--- config.mk ---
export PLATFORM = sky130hd
export DESIGN_NAME = periph_clk_gate
export DESIGN_NICKNAME = d
export VERILOG_FILES = /design/src/rtl/periph_clk_gate.sv
export SDC_FILE = /design/constraint.sdc
export NUM_CORES = 1
export LEC_CHECK = 0
export BUFFER_PORTS_ARGS = -buffer_cell sky130_fd_sc_hd__buf_2
export CAP_MARGIN = 20
export CORE_AREA = 2 2 39 41
export CTS_CLUSTER_DIAMETER = 200
export DETAILED_ROUTE_END_ITERATION = 7
export DIE_AREA = 0 0 41 43
export PLACE_DENSITY = 0.45
export SLEW_MARGIN = 10
export SYNTH_ARGS = -nofsm -noshare
export SYNTH_HDL_FRONTEND = slang
export SYNTH_SLANG_ARGS = --single-unit
--- constraint.sdc ---
create_clock -name clk -period 0.8 [get_ports clk]
set_input_delay 0.08 -clock clk [delete_from_list [all_inputs] [get_ports clk]]
set_output_delay 0.08 -clock clk [all_outputs]
set_load 0.05 [all_outputs]
--- src/rtl/periph_clk_gate.sv ---
module periph_clk_gate #(
  parameter bit HAS_KERNEL = 1'b1
) (
  input  logic       clk,
  input  logic       rst_n,
  input  logic       a_en,
  input  logic       a_slp_en,
  input  logic [1:0] a_mode,
  input  logic       b_en,
  input  logic       b_slp_en,
  input  logic [1:0] b_mode,
  input  logic [1:0] sys_mode,
  input  logic [2:0] kclk_src,
  input  logic       rtc_en,
  output logic       bus_clk_en,
  output logic       kern_clk_en,
  output logic       rtc_clk_en,
  output logic       bus_ready
);

  localparam logic [1:0] CPU_RUN   = 2'd0;
  localparam logic [1:0] CPU_SLEEP = 2'd1;
  localparam logic [1:0] SYS_RUN   = 2'd0;
  localparam logic [1:0] SYS_STOP  = 2'd1;
  localparam int         NGATE     = 3;

  logic a_bus, b_bus, any_en, src_alive;
  logic bus_raw, kern_raw;
  logic [NGATE-1:0] raw, st1, st2;

  assign a_bus = a_en && (a_mode == CPU_RUN || (a_mode == CPU_SLEEP && a_slp_en));
  assign b_bus = b_en && (b_mode == CPU_RUN || (b_mode == CPU_SLEEP && b_slp_en));
  assign any_en = a_en || b_en;
  assign src_alive = (kclk_src == 3'd4) || (kclk_src == 3'd5) || (kclk_src == 3'd6);

  assign bus_raw = (sys_mode == SYS_RUN) && (a_bus || b_bus);

  generate
    if (HAS_KERNEL) begin : g_kern
      assign kern_raw = any_en &&
                        ((sys_mode == SYS_RUN) || (sys_mode == SYS_STOP && src_alive));
    end else begin : g_nokern
      assign kern_raw = 1'b0;
    end
  endgenerate

  assign raw = {rtc_en, kern_raw, bus_raw};

  always_ff @(posedge clk or negedge rst_n) begin
    if (!rst_n) begin
      st1 <= '0;
      st2 <= '0;
    end else begin
      st1 <= raw;
      st2 <= st1;
    end
  end

  assign bus_clk_en  = st2[0];
  assign kern_clk_en = st2[1];
  assign rtc_clk_en  = st2[2];
  assign bus_ready   = st2[0];

  assert_off_when_disabled_R1: assert property (@(posedge clk) disable iff (!rst_n)
    $past(!a_en && !b_en, 2) |-> (!bus_clk_en && !kern_clk_en));

  assert_no_bus_in_stop_R5: assert property (@(posedge clk) disable iff (!rst_n)
    $past(sys_mode != SYS_RUN, 2) |-> !bus_clk_en);

  assert_all_off_deep_R6: assert property (@(posedge clk) disable iff (!rst_n)
    $past(sys_mode[1], 2) |-> (!bus_clk_en && !kern_clk_en));

  assert_bus_open_delay_R7: assert property (@(posedge clk) disable iff (!rst_n)
    $rose(bus_clk_en) |-> $past(bus_raw, 2));

  assert_bus_close_delay_R8: assert property (@(posedge clk) disable iff (!rst_n)
    $fell(bus_clk_en) |-> !$past(bus_raw, 2));

  assert_rtc_follows_R9: assert property (@(posedge clk) disable iff (!rst_n)
    $past(rtc_en, 2) == rtc_clk_en);

  assert_ready_mirror_R12: assert property (@(posedge clk) disable iff (!rst_n)
    bus_ready == bus_clk_en);

  generate
    if (!HAS_KERNEL) begin : g_chk_nokern
      always_comb assert_no_kernel_R11: assert (kern_clk_en == 1'b0);
    end
  endgenerate

endmodule

==> results.py, run 1 <==
metrics = {
    "synth": {
        "syn_area_per_cell_um2": 13.53,
        "yosys.area.top_type": "dfrtp_1",
        "synth-warning-count": 0,
        "ys_ff_latch": 6,
        "syn-num-nets": 32,
        "synth-compound-area-share": 0.09249,
        "synth_top_area_share": 0.6936,
        "netlist_area_um2": 216.5,
        "synth_top_family_by_area": "simple AND/OR/NAND/NOR gates",
        "synthAdderAreaFrac": 0,
        "synth_xor_xnor_area_share": 0,
        "ys_seq_area_frac": 0.6936,
        "synth_simple_gate_area_share": 0.1792,
        "synthMuxAreaShare": 0,
        "synthCells": 16,
        "ys_types": 8,
        "synth_area_leaders": "dfrtp_1 69%, nand3b_1 6.9%, a211oi_2 5.8%, nand2b_1 5.8%, a211oi_1 3.5%",
    },
    "clocking": {
        "clkSinkCount": 6,
        "clock_latency_ps": 240,
        "path_clk_slew_ps": 50,
        "numCtsBuffers": 3,
        "post-cts-setup-buffer-count": 0,
        "cts_tree": "done",
        "ctsLongestPathBuffers": 2,
        "cts_root_buffer": "clkbuf_4",
        "htree_levels": 1,
    },
    "power_and_ir_drop": {
        "switching_share": 0.2392,
        "cell_internal_pwr_mw": 0.5777,
        "total_power_mw": 0.7594,
        "clkPwrFrac": 0.392,
        "leakagePower_nw": 0.2089,
        "pwr_density_cell_mw_per_mm2": 1801,
        "pwr-share-comb": 0.179,
        "ir_drop_mv": 0.4881,
        "power_frac_seq": 0.430,
        "switchingPower_mw": 0.1817,
    },
    "sta": {
        "slew_viol_final": 0,
        "setup_viol": 4,
        "clock_skew_ps": 6.917,
        "worst_pin_slew_ps": 148.0,
        "maxSlewHeadroom": 0.9011,
        "fin_crit_sh": 1.108,
        "fmax_ghz": 1.129,
        "rsz0062_at_grt": "yes",
        "finalHoldViolations": 0,
        "layout_setup_ws_ps": -86.03,
        "period_needed_ps": 886.0,
    },
    "floorplan": {
        "die_h_um": 43,
        "die_area_mm2": 0.001763,
        "core.rowCount": 14,
        "start_util": 0.1564,
        "io_pins": 20,
        "core_area_mm2": 0.001384,
        "die_w_um": 41,
    },
    "global_routing": {
        "antenna_found_initial": 0,
        "track_usage": 0.06876,
        "grt_pass1_vias": 238,
        "grt_max_degree": 7,
        "overflow": 0,
        "grt_first_pass_wirelength_um": 752,
    },
    "route": {
        "wl_per_cell_um": 7.862,
        "vias": 221,
        "drc": 0,
        "vias_per_cell": 3.810,
        "antenna_left": 0,
        "drt_first_pass_iters": 2,
        "drt_wl_total_um": 456,
        "drt_iter0_markers": 1,
    },
    "setup_path": {
        "critPathMaxFanout": 2,
        "cpPeakStageDelay_ps": 410,
        "path_cells": "buf_6",
        "cp_num_buf_inv": 1,
        "cp_top_family": "flip-flops",
        "crit_slowest_cell": "dfrtp_2",
        "path_class": "register to output port",
        "end_kind": "output port",
        "cp-start-kind": "register",
        "crit_arrival_ps": 810,
        "required_ps": 720,
    },
    "layout": {
        "nets": 59,
        "syn2layout_area_growth_pct": 94.80,
        "drive_gt1_frac": 0.5952,
        "layout_commonest_cell": "buf_2",
        "fin_area_um2": 421.7,
        "layout_common_cells": "15 x buf_2, 5 x dfrtp_1, 4 x dlygate4sd3_1, 4 x buf_6, 3 x clkbuf_4",
        "n_antenna_cell": 0,
    },
    "placed_design": {
        "port_buffers": 19,
        "dpl.hpwl_um": 350.9,
        "place_area_um2": 325.3,
        "place.gp.congestion": 0.6405,
    },
    "flow_run": {
        "drv_cap": 0,
    },
    "worst_hold_path": {
        "hold_path.class": "input port to register",
    },
    "run_status": {
        "violations": "setup timing",
        "status": "finished, violations left",
    },
}
==> layout make-up <==
cell class | instances | area [um2]
tap | 16 | 20.02
fill | 146 | 962.2
clock buffer | 4 | 26.28
multi-input combinational | 9 | 63.81
timing repair buffer | 23 | 160.2
sequential | 6 | 151.4
==> sequential cells by signal, indices dropped and copies added (netlist names) <==
register / cells
st1: 3
st2: 3
==> layer usage <==
metal | vias to the layer above | global-route usage | wire, um
li1 | 105 | - | -
met1 | 96 | 0.05592 | 158
met2 | 20 | 0.1031 | 229
met3 | 0 | 0.04712 | 68
met4 | 0 | 0.06000 | 0
met5 | - | 0 | 0
==> final timing paths <==
check	from	end	slack [ps]	cells past startpoint
worst min register to register	st1[2]	st2[2]	340	0
worst max register to register	st1[1]	st2[1]	330	0
worst max-delay path	st2[0]	bus_clk_en	-90	1
max in group asynchronous	rst_n	st2[0]	450	2
worst min-delay path	kclk_src[2]	st1[1]	100	3
min in group asynchronous	rst_n	st1[1]	200	2
==> stage by stage <==
step                      worst slack (ps)  hold slack (ps)    util  cells  TNS (ps)
after global placement               141.9           -91.76  0.2351     50         0
after floorplan                      15.33           -215.6       -     16         0
after detailed placement             140.7           -93.61  0.2351     50         0
final                               -86.03            99.05  0.3047     58    -236.4
after global routing                -121.0            92.49  0.3047     58    -361.0
after CTS                           -102.1            72.63  0.3011     58    -299.0
==> timing repair <==
item	in CTS	in global routing
setup endpoints to repair	4	5
hold buffers	4	0
endpoints found under the hold margin	9	0
gates resized for setup	8	1
==> cells by family (layout without fill, tap and decap cells) <==
| logic type | after synthesis | after routing |
|---|---|---|
| AOI/OAI and AO/OA | 2 | 2 |
| DFF | 6 | 6 |
| buffers and inverters | 1 | 27 |
| and+or+nand+nor | 7 | 7 |
==> Yosys cell counts <==
master / n
nand2_1: 2
a211oi_2: 1
nor2_1: 1
buf_4: 1
nand2b_1: 2
dfrtp_1: 6
nand3b_1: 2
a211oi_1: 1
==> power groups by stage <==
stage               registers (mW)  logic, mW  clock network, mW
global placement             0.328      0.107                  0
floorplan                    0.358     0.0272                  0
finish                       0.326      0.136              0.297
CTS                          0.326      0.134              0.320
detailed placement           0.329      0.107                  0
global route                 0.327      0.147              0.330
(Power assumes the default switching activity.)
==> run 2, diff against run 1 <==
Settings changed: CELL_PAD_IN_SITES_DETAIL_PLACEMENT set to 1, CELL_PAD_IN_SITES_GLOBAL_PLACEMENT set to 2, MAX_ROUTING_LAYER set to met4, PLACE_DENSITY 0.45 to 0.7.
==> results.py, run 2 (synthesis results as in run 1) <==
metrics = {
    "run_status": {
        "status": "finished, violations left",
        "violations": "setup timing",
    },
    "flow_run": {
        "drv_cap": 0,
    },
    "floorplan": {
        "die_h_um": 43,
        "core_area_mm2": 0.001384,
        "io_pins": 20,
        "die_w_um": 41,
        "start_util": 0.1564,
        "die_area_mm2": 0.001763,
        "core.rowCount": 14,
    },
    "route": {
        "wl_per_cell_um": 7.964,
        "highest_layer": "met3",
        "drt-met1-wl_um": 147,
        "vias_per_cell": 3.714,
        "drt_wl_total_um": 446,
        "route.met3.wl_um": 86,
        "drt_first_pass_iters": 1,
        "antenna_left": 0,
        "wl_met2_um": 212,
        "drc": 0,
        "drt_iter0_markers": 0,
        "vias": 208,
    },
    "power_and_ir_drop": {
        "pwr-share-comb": 0.167,
        "switching_share": 0.2378,
        "total_power_mw": 0.7480,
        "cell_internal_pwr_mw": 0.5701,
        "ir_drop_mv": 0.3957,
        "clkPwrFrac": 0.397,
        "switchingPower_mw": 0.1779,
        "pwr_density_cell_mw_per_mm2": 1886,
        "power_frac_seq": 0.436,
        "leakagePower_nw": 0.1996,
    },
    "placed_design": {
        "post-place-ws_ps": 138.6,
        "dp.cells": 50,
        "place.gp.congestion": 0.6193,
        "port_buffers": 19,
    },
    "clocking": {
        "ctsLongestPathBuffers": 2,
        "clkSinkCount": 6,
        "path_clk_slew_ps": 50,
        "cts_tree": "done",
        "cts_root_buffer": "clkbuf_4",
        "numCtsBuffers": 3,
        "htree_levels": 1,
        "clock_latency_ps": 240,
    },
    "sta": {
        "period_needed_ps": 885.6,
        "maxSlewHeadroom": 0.8794,
        "fin_crit_sh": 1.107,
        "setup_viol": 4,
        "clock_skew_ps": 8.982,
        "fmax_ghz": 1.129,
        "slew_viol_final": 0,
        "layout_setup_ws_ps": -85.62,
        "rsz0062_at_grt": "yes",
        "worst_pin_slew_ps": 179.8,
        "finalHoldViolations": 0,
    },
    "setup_path": {
        "r2r-start": "st1[2]",
        "r2r_slack_ps": 340,
        "worstRegToRegCells": 0,
        "cpPeakStageDelay_ps": 410,
        "required_ps": 720,
        "crit_arrival_ps": 810,
        "path_class": "register to output port",
        "cp-start-kind": "register",
        "path_cells": "buf_6",
        "cp_top_family": "flip-flops",
        "crit_slowest_cell": "dfrtp_2",
        "r2r-end": "st2[2]",
        "end_kind": "output port",
        "critPathMaxFanout": 2,
        "cp_num_buf_inv": 1,
    },
    "worst_hold_path": {
        "hp-start": "sys_mode[1]",
        "holdPathStages": 2,
        "min_to": "st1[0]",
        "hold_path.class": "input port to register",
    },
    "layout": {
        "layout_commonest_cell": "buf_2",
        "n_antenna_cell": 0,
        "reg.largest.list": "st1 x3, st2 x3",
        "nets": 57,
        "fill_cells": 155,
        "final_core_util": 0.2866,
        "syn2layout_area_growth_pct": 83.24,
        "layout_common_cells": "15 x buf_2, 5 x dfrtp_1, 4 x buf_6",
        "final-seq-area_um2": 151.4,
        "multiInputGateArea_um2": 58.81,
        "drive_gt1_frac": 0.6000,
        "stdcell_count": 56,
    },
    "global_routing": {
        "grt_pass1_vias": 197,
        "antenna_found_initial": 0,
        "grt_first_pass_wirelength_um": 724,
        "overflow": 0,
        "grt_max_degree": 7,
        "track_usage": 0.07438,
    },
}
## run 2: cell types whose count changed in the layout (fill, tap and decap cells not counted), sizes merged
cell	previous run	this run
dlygate4sd3	4	2
## run 2: how the worst max path moves through the flow
stage	start	to	slack, ps	depth (start not counted)
floorplan	st2[0]	bus_ready	20	1
global placement	st2[0]	bus_clk_en	150	1
detailed placement	st2[0]	bus_clk_en	140	1
CTS	st2[0]	bus_clk_en	-100	1
global route	st2[0]	bus_clk_en	-120	1
finish	st2[0]	bus_clk_en	-90	1
## run 2: routing by layer
metal  global-route usage  vias up
met1              0.05537       87
met2              0.09688       20
met3              0.06283        0
met5                    -        -
li1                     -      101
met4              0.08000        0
## run 2: metrics by stage
step           hold slack [ps]  setup TNS (ps)  area, um2
6_report                 13.45          -238.2      396.6
5_1_grt                  7.792          -364.9      396.6
4_1_cts                  4.046          -296.4      396.6
3_5_place_dp            -91.65               0      325.3
3_3_place_gp            -95.29               0      325.3
2_1_floorplan           -215.6               0      221.5
## run 2: layout make-up
| cell class | count | share of cell area |
|---|---|---|
| tap | 16 | 0.05047 |
| clock buffer | 4 | 0.06625 |
| sequential | 6 | 0.3817 |
| timing repair buffer | 21 | 0.3533 |
| multi-input combinational | 9 | 0.1483 |
## run 2: power by group through the flow
stage               clock network, mW  registers [mW]  logic, mW
finish                          0.297           0.326      0.125
global route                    0.325           0.327      0.137
CTS                             0.317           0.326      0.128
detailed placement                  0           0.328      0.108
global placement                    0           0.328      0.107
floorplan                           0           0.358     0.0272
## run 2: repair_timing
action | in CTS | in global routing
setup endpoints to repair | 4 | 4
resized for setup | 8 | 0
pin swaps | 0 | 0
hold buffers | 2 | 0
hold endpoints to repair | 7 | 0
setup buffers | 0 | 0
